`config.mk`:
```
export PLATFORM = sky130hd
export DESIGN_NAME = conv_window_watch
export DESIGN_NICKNAME = d
export VERILOG_FILES = /design/src/rtl/cww_pkg.sv /design/src/rtl/cww_shape.sv /design/src/rtl/cww_decode.sv /design/src/rtl/cww_window.sv /design/src/rtl/cww_flag.sv /design/src/rtl/conv_window_watch.sv
export SDC_FILE = /design/constraint.sdc
export NUM_CORES = 1
export LEC_CHECK = 0
export BUFFER_PORTS_ARGS = -buffer_cell sky130_fd_sc_hd__buf_4
export CAP_MARGIN = 20
export CORE_ASPECT_RATIO = 1.5
export CORE_UTILIZATION = 42
export DETAILED_ROUTE_END_ITERATION = 10
export GPL_TIMING_DRIVEN = 0
export PLACE_DENSITY = 0.79
export SYNTH_ARGS = -nofsm -noshare
export SYNTH_HDL_FRONTEND = slang
export SYNTH_HIERARCHICAL = 1
export SYNTH_SLANG_ARGS = --single-unit
```
`constraint.sdc`:
```
create_clock -name clk -period 0.8 [get_ports clk]
set_clock_uncertainty 0.2 [all_clocks]
set_input_delay 0.12 -clock clk [delete_from_list [all_inputs] [get_ports clk]]
set_output_delay 0.12 -clock clk [all_outputs]
set_load 0.02 [all_outputs]
```
`src/rtl/cww_pkg.sv`:
```
package cww_pkg;

    localparam int DATA_W   = 12;
    localparam int COARSE_W = 8;
    localparam int CH_W     = 5;
    localparam int NUM_CH   = 20;

    // Resolution code on the result interface
    typedef enum logic [1:0] {
        RES_FULL  = 2'b00,
        RES_TEN   = 2'b01,
        RES_EIGHT = 2'b10,
        RES_SIX   = 2'b11
    } res_mode_t;

    // Per-watchdog sticky flag state
    typedef enum logic {
        FLAG_QUIET  = 1'b0,
        FLAG_RAISED = 1'b1
    } flag_state_t;

    // Number of low-order positions that a resolution leaves unproduced
    function automatic int unsigned dropped_bits(res_mode_t m);
        int unsigned n;
        unique case (m)
            RES_FULL:  n = 0;
            RES_TEN:   n = 2;
            RES_EIGHT: n = 4;
            RES_SIX:   n = 6;
            default:   n = 0;
        endcase
        return n;
    endfunction

endpackage

```
`src/rtl/cww_shape.sv`:
```
// Builds the left-aligned compare words: full width and coarse top slice.
module cww_shape
    import cww_pkg::*;
#(
    parameter int DATA_W   = cww_pkg::DATA_W,
    parameter int COARSE_W = cww_pkg::COARSE_W
) (
    input  logic [DATA_W-1:0]   raw,
    input  logic [1:0]          mode,
    output logic [DATA_W-1:0]   fine_val,
    output logic [COARSE_W-1:0] coarse_val
);

    localparam int TOP = DATA_W - 1;

    logic [DATA_W-1:0] keep;
    int unsigned       drop;

    always_comb begin
        drop = dropped_bits(res_mode_t'(mode));
        for (int b = 0; b < DATA_W; b++) begin
            keep[b] = (b >= int'(drop));
        end
    end

    assign fine_val   = raw & keep;
    assign coarse_val = fine_val[TOP -: COARSE_W];

endmodule

```
`src/rtl/cww_decode.sv`:
```
// Channel number to one-hot guard vector; out-of-range numbers decode to zero.
module cww_decode #(
    parameter int CH_W   = cww_pkg::CH_W,
    parameter int NUM_CH = cww_pkg::NUM_CH
) (
    input  logic [CH_W-1:0]   chan,
    output logic [NUM_CH-1:0] hot
);

    generate
        for (genvar c = 0; c < NUM_CH; c++) begin : g_hot
            assign hot[c] = (chan == CH_W'(c));
        end
    endgenerate

endmodule

```
`src/rtl/cww_window.sv`:
```
// Window comparison for one watchdog, qualified by strobe and guard set.
module cww_window #(
    parameter int VAL_W  = 12,
    parameter int NUM_CH = cww_pkg::NUM_CH
) (
    input  logic              valid,
    input  logic [VAL_W-1:0]  value,
    input  logic [VAL_W-1:0]  lo,
    input  logic [VAL_W-1:0]  hi,
    input  logic [NUM_CH-1:0] guard,
    input  logic [NUM_CH-1:0] chan_hot,
    output logic              hit
);

    logic guarded;
    logic above;
    logic below;

    always_comb begin
        guarded = |(guard & chan_hot);
        above   = value > hi;
        below   = value < lo;
        hit     = valid && guarded && (above || below);
    end

endmodule

```
`src/rtl/cww_flag.sv`:
```
// Sticky event flag as a two-state machine; a set outranks a clear.
module cww_flag
    import cww_pkg::*;
(
    input  logic clk,
    input  logic rst_n,
    input  logic set,
    input  logic clr,
    input  logic irq_en,
    output logic flag,
    output logic irq
);

    flag_state_t state;
    flag_state_t state_nxt;

    always_ff @(posedge clk or negedge rst_n) begin
        if (!rst_n) begin
            state <= FLAG_QUIET;
        end else begin
            state <= state_nxt;
        end
    end

    always_comb begin
        state_nxt = state;
        unique case (state)
            FLAG_QUIET:  if (set)          state_nxt = FLAG_RAISED;
            FLAG_RAISED: if (clr && !set)  state_nxt = FLAG_QUIET;
            default:                       state_nxt = FLAG_QUIET;
        endcase
    end

    always_comb begin
        flag = (state == FLAG_RAISED);
        irq  = flag && irq_en;
    end

endmodule

```
`src/rtl/conv_window_watch.sv`:
```
module conv_window_watch
    import cww_pkg::*;
#(
    parameter int DATA_W   = cww_pkg::DATA_W,
    parameter int COARSE_W = cww_pkg::COARSE_W,
    parameter int CH_W     = cww_pkg::CH_W,
    parameter int NUM_CH   = cww_pkg::NUM_CH
) (
    input  logic                clk,
    input  logic                rst_n,
    input  logic                res_valid,
    input  logic [DATA_W-1:0]   res_data,
    input  logic [CH_W-1:0]     res_chan,
    input  logic [1:0]          res_mode,
    input  logic                w1_en,
    input  logic                w1_single,
    input  logic [CH_W-1:0]     w1_chan,
    input  logic [DATA_W-1:0]   w1_lo,
    input  logic [DATA_W-1:0]   w1_hi,
    input  logic                w1_irq_en,
    input  logic [NUM_CH-1:0]   w2_mask,
    input  logic [COARSE_W-1:0] w2_lo,
    input  logic [COARSE_W-1:0] w2_hi,
    input  logic                w2_irq_en,
    input  logic [NUM_CH-1:0]   w3_mask,
    input  logic [COARSE_W-1:0] w3_lo,
    input  logic [COARSE_W-1:0] w3_hi,
    input  logic                w3_irq_en,
    input  logic [2:0]          evt_clr,
    output logic [2:0]          evt_flag,
    output logic [2:0]          irq
);

    localparam int NUM_WD     = 3;
    localparam int NUM_COARSE = NUM_WD - 1;

    logic [DATA_W-1:0]   fine_val;
    logic [COARSE_W-1:0] coarse_val;
    logic [NUM_CH-1:0]   res_hot;
    logic [NUM_CH-1:0]   w1_hot;
    logic [NUM_CH-1:0]   w1_guard;
    logic [NUM_WD-1:0]   hit;
    logic [NUM_WD-1:0]   irq_en_vec;

    logic [COARSE_W-1:0] c_lo   [NUM_COARSE];
    logic [COARSE_W-1:0] c_hi   [NUM_COARSE];
    logic [NUM_CH-1:0]   c_mask [NUM_COARSE];

    cww_shape #(
        .DATA_W   (DATA_W),
        .COARSE_W (COARSE_W)
    ) u_shape (
        .raw        (res_data),
        .mode       (res_mode),
        .fine_val   (fine_val),
        .coarse_val (coarse_val)
    );

    cww_decode #(.CH_W(CH_W), .NUM_CH(NUM_CH)) u_res_dec (
        .chan (res_chan),
        .hot  (res_hot)
    );

    cww_decode #(.CH_W(CH_W), .NUM_CH(NUM_CH)) u_sel_dec (
        .chan (w1_chan),
        .hot  (w1_hot)
    );

    // Fine watchdog guard set: nothing, one channel, or all channels
    always_comb begin
        if (!w1_en) begin
            w1_guard = '0;
        end else if (w1_single) begin
            w1_guard = w1_hot;
        end else begin
            w1_guard = '1;
        end
    end

    cww_window #(.VAL_W(DATA_W), .NUM_CH(NUM_CH)) u_win_fine (
        .valid    (res_valid),
        .value    (fine_val),
        .lo       (w1_lo),
        .hi       (w1_hi),
        .guard    (w1_guard),
        .chan_hot (res_hot),
        .hit      (hit[0])
    );

    always_comb begin
        c_lo[0]   = w2_lo;
        c_hi[0]   = w2_hi;
        c_mask[0] = w2_mask;
        c_lo[1]   = w3_lo;
        c_hi[1]   = w3_hi;
        c_mask[1] = w3_mask;
    end

    generate
        for (genvar k = 0; k < NUM_COARSE; k++) begin : g_coarse
            cww_window #(.VAL_W(COARSE_W), .NUM_CH(NUM_CH)) u_win (
                .valid    (res_valid),
                .value    (coarse_val),
                .lo       (c_lo[k]),
                .hi       (c_hi[k]),
                .guard    (c_mask[k]),
                .chan_hot (res_hot),
                .hit      (hit[k+1])
            );
        end
    endgenerate

    assign irq_en_vec = {w3_irq_en, w2_irq_en, w1_irq_en};

    generate
        for (genvar w = 0; w < NUM_WD; w++) begin : g_flag
            cww_flag u_flag (
                .clk    (clk),
                .rst_n  (rst_n),
                .set    (hit[w]),
                .clr    (evt_clr[w]),
                .irq_en (irq_en_vec[w]),
                .flag   (evt_flag[w]),
                .irq    (irq[w])
            );
        end
    endgenerate

endmodule

```
==> results of run 1 <==
layer usage:
layer / part of all wire (%) / vias to the layer above
li1: - / 1549
met1: 33 / 1397
met2: 56 / 162
met3: 7.9 / 20
met4: 3.0 / 0
met5: 0 / -
kinds of logic (layout without fill, tap and decap cells):
family / after synthesis / count (layout) / share of synthesized area, %
simple gates: 101 / 101 / 21.8
flops: 3 / 3 / 2.94
fa+ha+maj: 53 / 53 / 26.0
buf+inv: 102 / 238 / 18.0
compound gates: 103 / 103 / 31.2
worst paths after layout:
path                            slack, ns               endpoint                   from
max in group asynchronous            0.25  g_flag[1].u_flag/flag                  rst_n
worst max-delay path                -1.13  g_flag[0].u_flag/flag            res_mode[0]
worst min-delay path               -0.008  g_flag[0].u_flag/flag             evt_clr[0]
min in group asynchronous            0.04  g_flag[0].u_flag/flag                  rst_n
worst min register to register       0.34  g_flag[2].u_flag/flag  g_flag[2].u_flag/flag
worst max register to register      -0.19  g_flag[1].u_flag/flag  g_flag[1].u_flag/flag
power groups by stage:
stage                     clock [uW]  sequential, uW  combinational (uW)
final                            443             196                1910
after global routing             465             199                2090
after global placement             0             194                1610
after CTS                        449             195                1810
after detailed placement           0             195                1660
after floorplan                    0             217                 879
final cells by class:
cell class / count / area, um2 / share of cell area [%]
Inverter: 78 / 293 / 7.34
Multi-Input combinational cell: 257 / 2240 / 56.1
Clock buffer: 4 / 45.0 / 1.13
Tap cell: 72 / 90.1 / 2.26
Timing Repair Buffer: 135 / 1080 / 27.1
Sequential cell: 3 / 77.6 / 1.94
Buffer: 21 / 164 / 4.11
worst max-delay path: cells and delay by family:
family                   cells  cell delay [ns]
buffers and inverters        1             0.11
AO/OA/AOI/OAI                3             0.65
adder cells (fa/ha/maj)      1             0.24
AND/OR/NAND/NOR              3             0.76
cell usage in the layout, fill, tap and decap left out, types with 3 or more instances in the layout:
cell and n:
o21ai_1 5, ha_1 49, nand4_1 14, nand3_1 4
a21boi_4 3, a21oi_2 3, a21boi_1 19, a221oi_1 3
clkbuf_8 3, nand2_1 5, buf_4 136, ha_4 4
a221oi_2 6, nor3_1 8, nand2b_1 5, a22o_1 9
or3b_1 4, nor2b_1 5, a22oi_1 10, buf_6 14
a21o_1 9, o21a_1 3, nor2_1 24, o211ai_1 3
o31ai_1 3, nor3_2 7, and2_4 3, a21oi_1 17
or3_1 3, inv_1 76
stage by stage:
stage / total power (uW) / TNS, ns / worst slack [ns] / hold WS (ns) / instance area, um2
5_1_grt: 2750 / -5.52 / -1.21 / -0.00845 / 3990
3_5_place_dp: 1850 / -4.95 / -1.49 / -0.290 / 3640
6_report: 2550 / -5.26 / -1.13 / -0.00774 / 3990
3_3_place_gp: 1810 / -4.86 / -1.48 / -0.292 / 3640
4_1_cts: 2460 / -5.07 / -1.15 / -0.0144 / 3900
2_1_floorplan: 1100 / -3.08 / -1.08 / -0.376 / 2610
timing repair:
action | in CTS | in global routing
hold endpoints to repair | 5 | 1
setup endpoints to repair | 9 | 9
gates resized for setup | 36 | 14
buffers inserted | 5 | 3
pin swaps | 10 | 10
==> metrics, run 1 <==
share of layout cells above drive strength 1 41.8%; synthesized area 2550 um2; slew of the pin with the lowest slew margin 0.407 ns; crit path max-delay cell type or4_4; insertion delay to the later sink of the worst-skew pair around 0.22 ns; HP Class in2reg; die area roughly 6400 um2; area delta synth->final 56.2%; RePlAce Congestion 0.929; clock root cell clkbuf_8; RSZ-0062 raised after global routing true; Final period util 241%; number of global-route vias before repair 3148; max_cap viols 0; Clock transition at path regs 0.03 ns; die extent in x 65.7 um; Placed Instances 560; Switch Pwr between 900 and 1000 uW; share of the synthesized area in the top cell type 26.0%; crit path capture type register; failing checks negative hold slack, negative setup slack; VDD IR max 0.369 mV; via count 3128; Min Clock Period, post-route 1.93 ns; Max transition margin 72.8%; initial antenna violation count 0; drt first pass iters 4; total global-route track usage 26.7%; ys async rst share between 90% and 100%; Primary FF master, synth dfrtp_1; post-synthesis sequential area ratio 2.94%; CP max stage delay 0.43 ns; final hold vios 2; # fillers 505; met1 usage 25.3%; Setup Crit Path Kind in2reg; Hold Slack -0.00774 ns; antenna cells 0; total gr overflow 0; Antenna Nets Post-Route 0; sequential group share of total power 7.7%; largest net degree at the start of global routing 11; number of I/O pins 137; Final Worst Setup Slack -1.13 ns; Post-synth top cells 76 x inv_1, 53 x ha_1, 27 x nor2_1; Vias per Instance 5.49; Worst Path Max Fanout 4; Cell variety after synth 45; crit-path cells buf_12 -> nor3b_4 -> ha_4 -> a2111oi_4 -> nor4_2 -> or4_4 -> a21oi_2 -> a21o_1; H-Tree Depth 1; synthesized flop and latch total 3; die height 97.5 um; Mapped Nets 546; met2 usage between 50% and 60%; number of flip-flops in the largest register 3; hold_buf cts 1; cell internal pwr 1580 uW; most crowded layer after global routing met2; first-pass GRT wire length 13500 um; post-synthesis cell count between 300 and 400; R2R depth 2; fmax 0.518 GHz; final setup violation count 9; top post-synthesis cells by area ha_1 26%, inv_1 11%, a21boi_1 5.9%, buf_4 4.7%, nor2_1 4.0%; DRT Wirelength 8740 um; Clk pwr share 17.4%; Final nets 683; cell taking the most area after synthesis ha_1; most common cell in the netlist inv_1; core footprint approximately 5800 um2; CTS Buf Count 3; CTS tree yes; dpl hpwl about 7300 um; CTS Buffer Depth 2; leakage power 0.00208 uW; clock sinks 3; DRC Markers 0; synth warn 6; max-slew violations 0; Post-Route Utilization approximately 68%; outcome complete, but fails checks; Initial Util between 40% and 50%; final cell count without fillers 570; met3 GRT Util about 5.2%; crit path DAT 1.88 ns; Worst Path Required 0.75 ns; syn avg cell area 7.06 um2; Power Density 638 nW/um2; hold path depth 3; Wirelength per Cell approximately 15 um; row count 34; switching share of total power 37.9%; startpoint types primary input; Gate power share 74.9%; DRT iter0 DRCs 141; Port Buf Inserts about 130; number of flops mapped to enable cells by yosys 0
(Power assumes the default switching activity.)
==> inputs of run 2 (changes only) <==
--- a/config.mk
+++ b/config.mk
@@ -8,11 +8,10 @@
 export BUFFER_PORTS_ARGS = -buffer_cell sky130_fd_sc_hd__buf_4
 export CAP_MARGIN = 20
 export CORE_ASPECT_RATIO = 1.5
-export CORE_UTILIZATION = 42
+export CORE_UTILIZATION = 40
 export DETAILED_ROUTE_END_ITERATION = 10
 export GPL_TIMING_DRIVEN = 0
-export PLACE_DENSITY = 0.79
+export PLACE_DENSITY = 0.78
 export SYNTH_ARGS = -nofsm -noshare
 export SYNTH_HDL_FRONTEND = slang
-export SYNTH_HIERARCHICAL = 1
 export SYNTH_SLANG_ARGS = --single-unit
==> metrics, run 2 <==
outcome complete, but fails checks; failing checks negative setup slack; Antenna Nets Post-Route 0 (unchanged); crit path DAT 1.58 ns (-0.30 ns); largest net degree at the start of global routing 11 (unchanged); max-slew violations 0 (unchanged); Max transition margin 73.1% (+0.36 points); Vias per Instance 5.29 (-3.6%); Final period util 213% (-28 points); CTS Buf Count 3 (unchanged); DRT iter0 DRCs 93 (-34%); Power Density 710 nW/um2 (+11%); most common cell after layout, fill and taps aside buf_4; die extent in x 62.9 um (-4.2%); max_cap viols 0 (unchanged); die area 5880 um2 (-8.2%); number of global-route vias before repair 2731 (-13%); synth warn 0 (-6); CTS Buffer Depth 2 (unchanged); post-synthesis sequential area ratio 3.37% (+0.43 points); RePlAce Congestion 0.842 (-9.3%); clock root cell clkbuf_8; Crit path max-delay family simple AND/OR/NAND/NOR gates; row count 32 (-5.9%); ys async rst share 100% (unchanged); Wirelength per Cell 13.6 um (-11%); Setup Crit Path Kind in2reg; leakage power 0.00191 uW (-8.0%); number of flops mapped to enable cells by yosys 0 (unchanged); sum of negative setup slack -4.92 ns (+0.344 ns); number of I/O pins 137 (unchanged); M1 WL 2840 um (-2.4%); syn avg cell area 7.03 um2 (-0.40%); drt first pass iters 4 (unchanged); slew of the pin with the lowest slew margin 0.403 ns (-0.00395 ns); most frequent cells in the layout 131 x buf_4, 55 x inv_1, 42 x ha_1; share of layout cells above drive strength 1 42.0% (+0.19 points); RSZ-0062 raised after global routing true; Met3 Routed Length 313 um (-55%); crit path max-delay cell type or3b_4; dpl hpwl 5980 um (-18%); total global-route track usage 24.1% (-2.6 points); cell taking the most area after synthesis ha_1; crit-path cells buf_8 -> or3b_4 -> ha_4 -> nand3_2 -> nor4b_2 -> mux2i_1 -> o311ai_2 -> a41oi_1; Final nets 639 (-6.4%); die height 93.4 um (-4.2%); final hold vios 0 (-2); WP buf/inv 1 (unchanged); metal2 WL 3810 um (-22%); initial antenna violation count 0 (unchanged); Post-synth top cells 55 x inv_1, 47 x ha_1, 23 x nand2_1; synthesized area 2230 um2 (-13%); CTS tree yes; Port Buf Inserts 134 (+6.3%); first-pass GRT wire length 11700 um (-14%); Final Worst Setup Slack -0.906 ns (+0.224 ns); share of the synthesized area in the top cell type 26.4% (+0.43 points); Post-Route Utilization 69.7% (+1.2 points); Worst Path Required 0.67 ns (-0.08 ns); Cell variety after synth 57 (+27%); HP Class in2reg; CP max stage delay 0.41 ns (-0.02 ns); antenna cells 0 (unchanged); clock sinks 3 (unchanged); H-Tree Depth 1 (unchanged); Mapped Nets 495 (-9.3%); Min Clock Period, post-route 1.71 ns (-0.224 ns); total gr overflow 0 (unchanged); DR top layer met4; synthesized flop and latch total 3 (unchanged); Initial Util 42.5% (-1.4 points); VDD IR max 0.325 mV (-12%); Primary FF master, synth dfrtp_1; area delta synth->final 64.1%; fmax 0.586 GHz (+13%); most common cell in the netlist inv_1; top post-synthesis cells by area ha_1 26%, inv_1 9.3%, mux2i_1 5.4%, a21oi_1 4.0%, nand2_1 3.9%; insertion delay to the later sink of the worst-skew pair 0.21 ns (about the same); core footprint 5250 um2 (-10%); via count 2794 (-11%); DRT Wirelength 7180 um (-18%); startpoint types primary input; crit path capture type register; Worst Path Max Fanout 6 (+2); Clock transition at path regs 0.03 ns (about the same); final setup violation count 9 (unchanged); number of flip-flops in the largest register 3 (unchanged); DRC Markers 0 (unchanged); post-synthesis cell count 317 (-12%); Total Power 2600 uW (+1.9%)
-- run 2: changes by cell type after synthesis, moves of 7 or more --
cell,change
inv_1,-21
a21boi_1,-20
nand2_1,+18
o21ai_0,+13
mux2i_1,+12
nor2_1,-12
buf_4,-10
a22oi_1,-9
a22o_1,-8
nor3_1,-8
a21o_1,-7
-- run 2: routing by layer --
metal | up-vias | global-route usage, %
met2 | 104 | 45.2
met4 | 0 | 9.11
met3 | 14 | 2.32
met5 | - | 0
met1 | 1258 | 27.5
li1 | 1418 | -
-- run 2: cell families (layout without fill, tap and decap cells) --
kind of cell / count (synthesis) / after routing / synth area share, %
AOI/OAI and AO/OA: 73 / 73 / 22.1
xor gates and xnor gates: 8 / 8 / 3.14
adders and majority gates: 48 / 48 / 26.9
buffers and inverters: 73 / 216 / 14.1
DFF: 3 / 3 / 3.37
muxes: 13 / 13 / 5.90
and+or+nand+nor: 99 / 99 / 24.5
-- run 2: area by class of cell --
cell class	instances	area, um2
timing repair buffer	144	1140
fill	455	1590
sequential	3	76.3
multi-input combinational	241	2010
tap	68	85.1
buffer	12	82.6
inverter	56	215
clock buffer	4	45.0
-- run 2: worst paths after layout --
kind,start,endpoint,slack (ns),cells past startpoint
max in group asynchronous,rst_n,g_flag[2].u_flag.flag,0.23,2
min in group asynchronous,rst_n,g_flag[2].u_flag.flag,0.06,2
hold / removal,res_valid,g_flag[2].u_flag.flag,0.04,3
setup reg to reg,g_flag[1].u_flag.flag,g_flag[1].u_flag.flag,-0.54,5
hold reg to reg,g_flag[2].u_flag.flag,g_flag[2].u_flag.flag,0.55,3
setup / recovery,res_mode[1],g_flag[0].u_flag.flag,-0.91,8
-- run 2: per-stage QoR --
| step | std cells | setup WS [ns] | instance area, um2 | hold slack (ns) |
|---|---|---|---|---|
| 3_3_place_gp | 519 | -1.20 | 3400 | -0.288 |
| 6_report | 528 | -0.906 | 3660 | 0.0377 |
| 2_1_floorplan | 317 | -0.917 | 2300 | -0.376 |
| 3_5_place_dp | 519 | -1.21 | 3400 | -0.289 |
| 5_1_grt | 528 | -0.996 | 3660 | 0.0541 |
| 4_1_cts | 527 | -0.916 | 3590 | 0.0447 |
-- run 2: timing repair --
item | in CTS | in global routing
setup buffers | 7 | 3
pin swaps | 19 | 19
gates resized for setup | 33 | 16
hold buffers | 1 | 0
endpoints found under the hold margin | 3 | 0
endpoints found under the setup margin | 9 | 9
-- run 2: worst reg2reg max path: cells and delay by family, from the launching register on --
family          cells  cell delay [ns]
compound gates      4             0.47
buf+inv             1             0.15
flops               1             0.39
-- run 2: power breakdown --
group / internal [uW] / total (uW) / switching [uW] / leakage [uW]
Sequential: 179 / 208 / 29.0 / 0.0000377
Combinational: 1100 / 1950 / 846 / 0.00185
Clock: 340 / 438 / 98.0 / 0.0000228
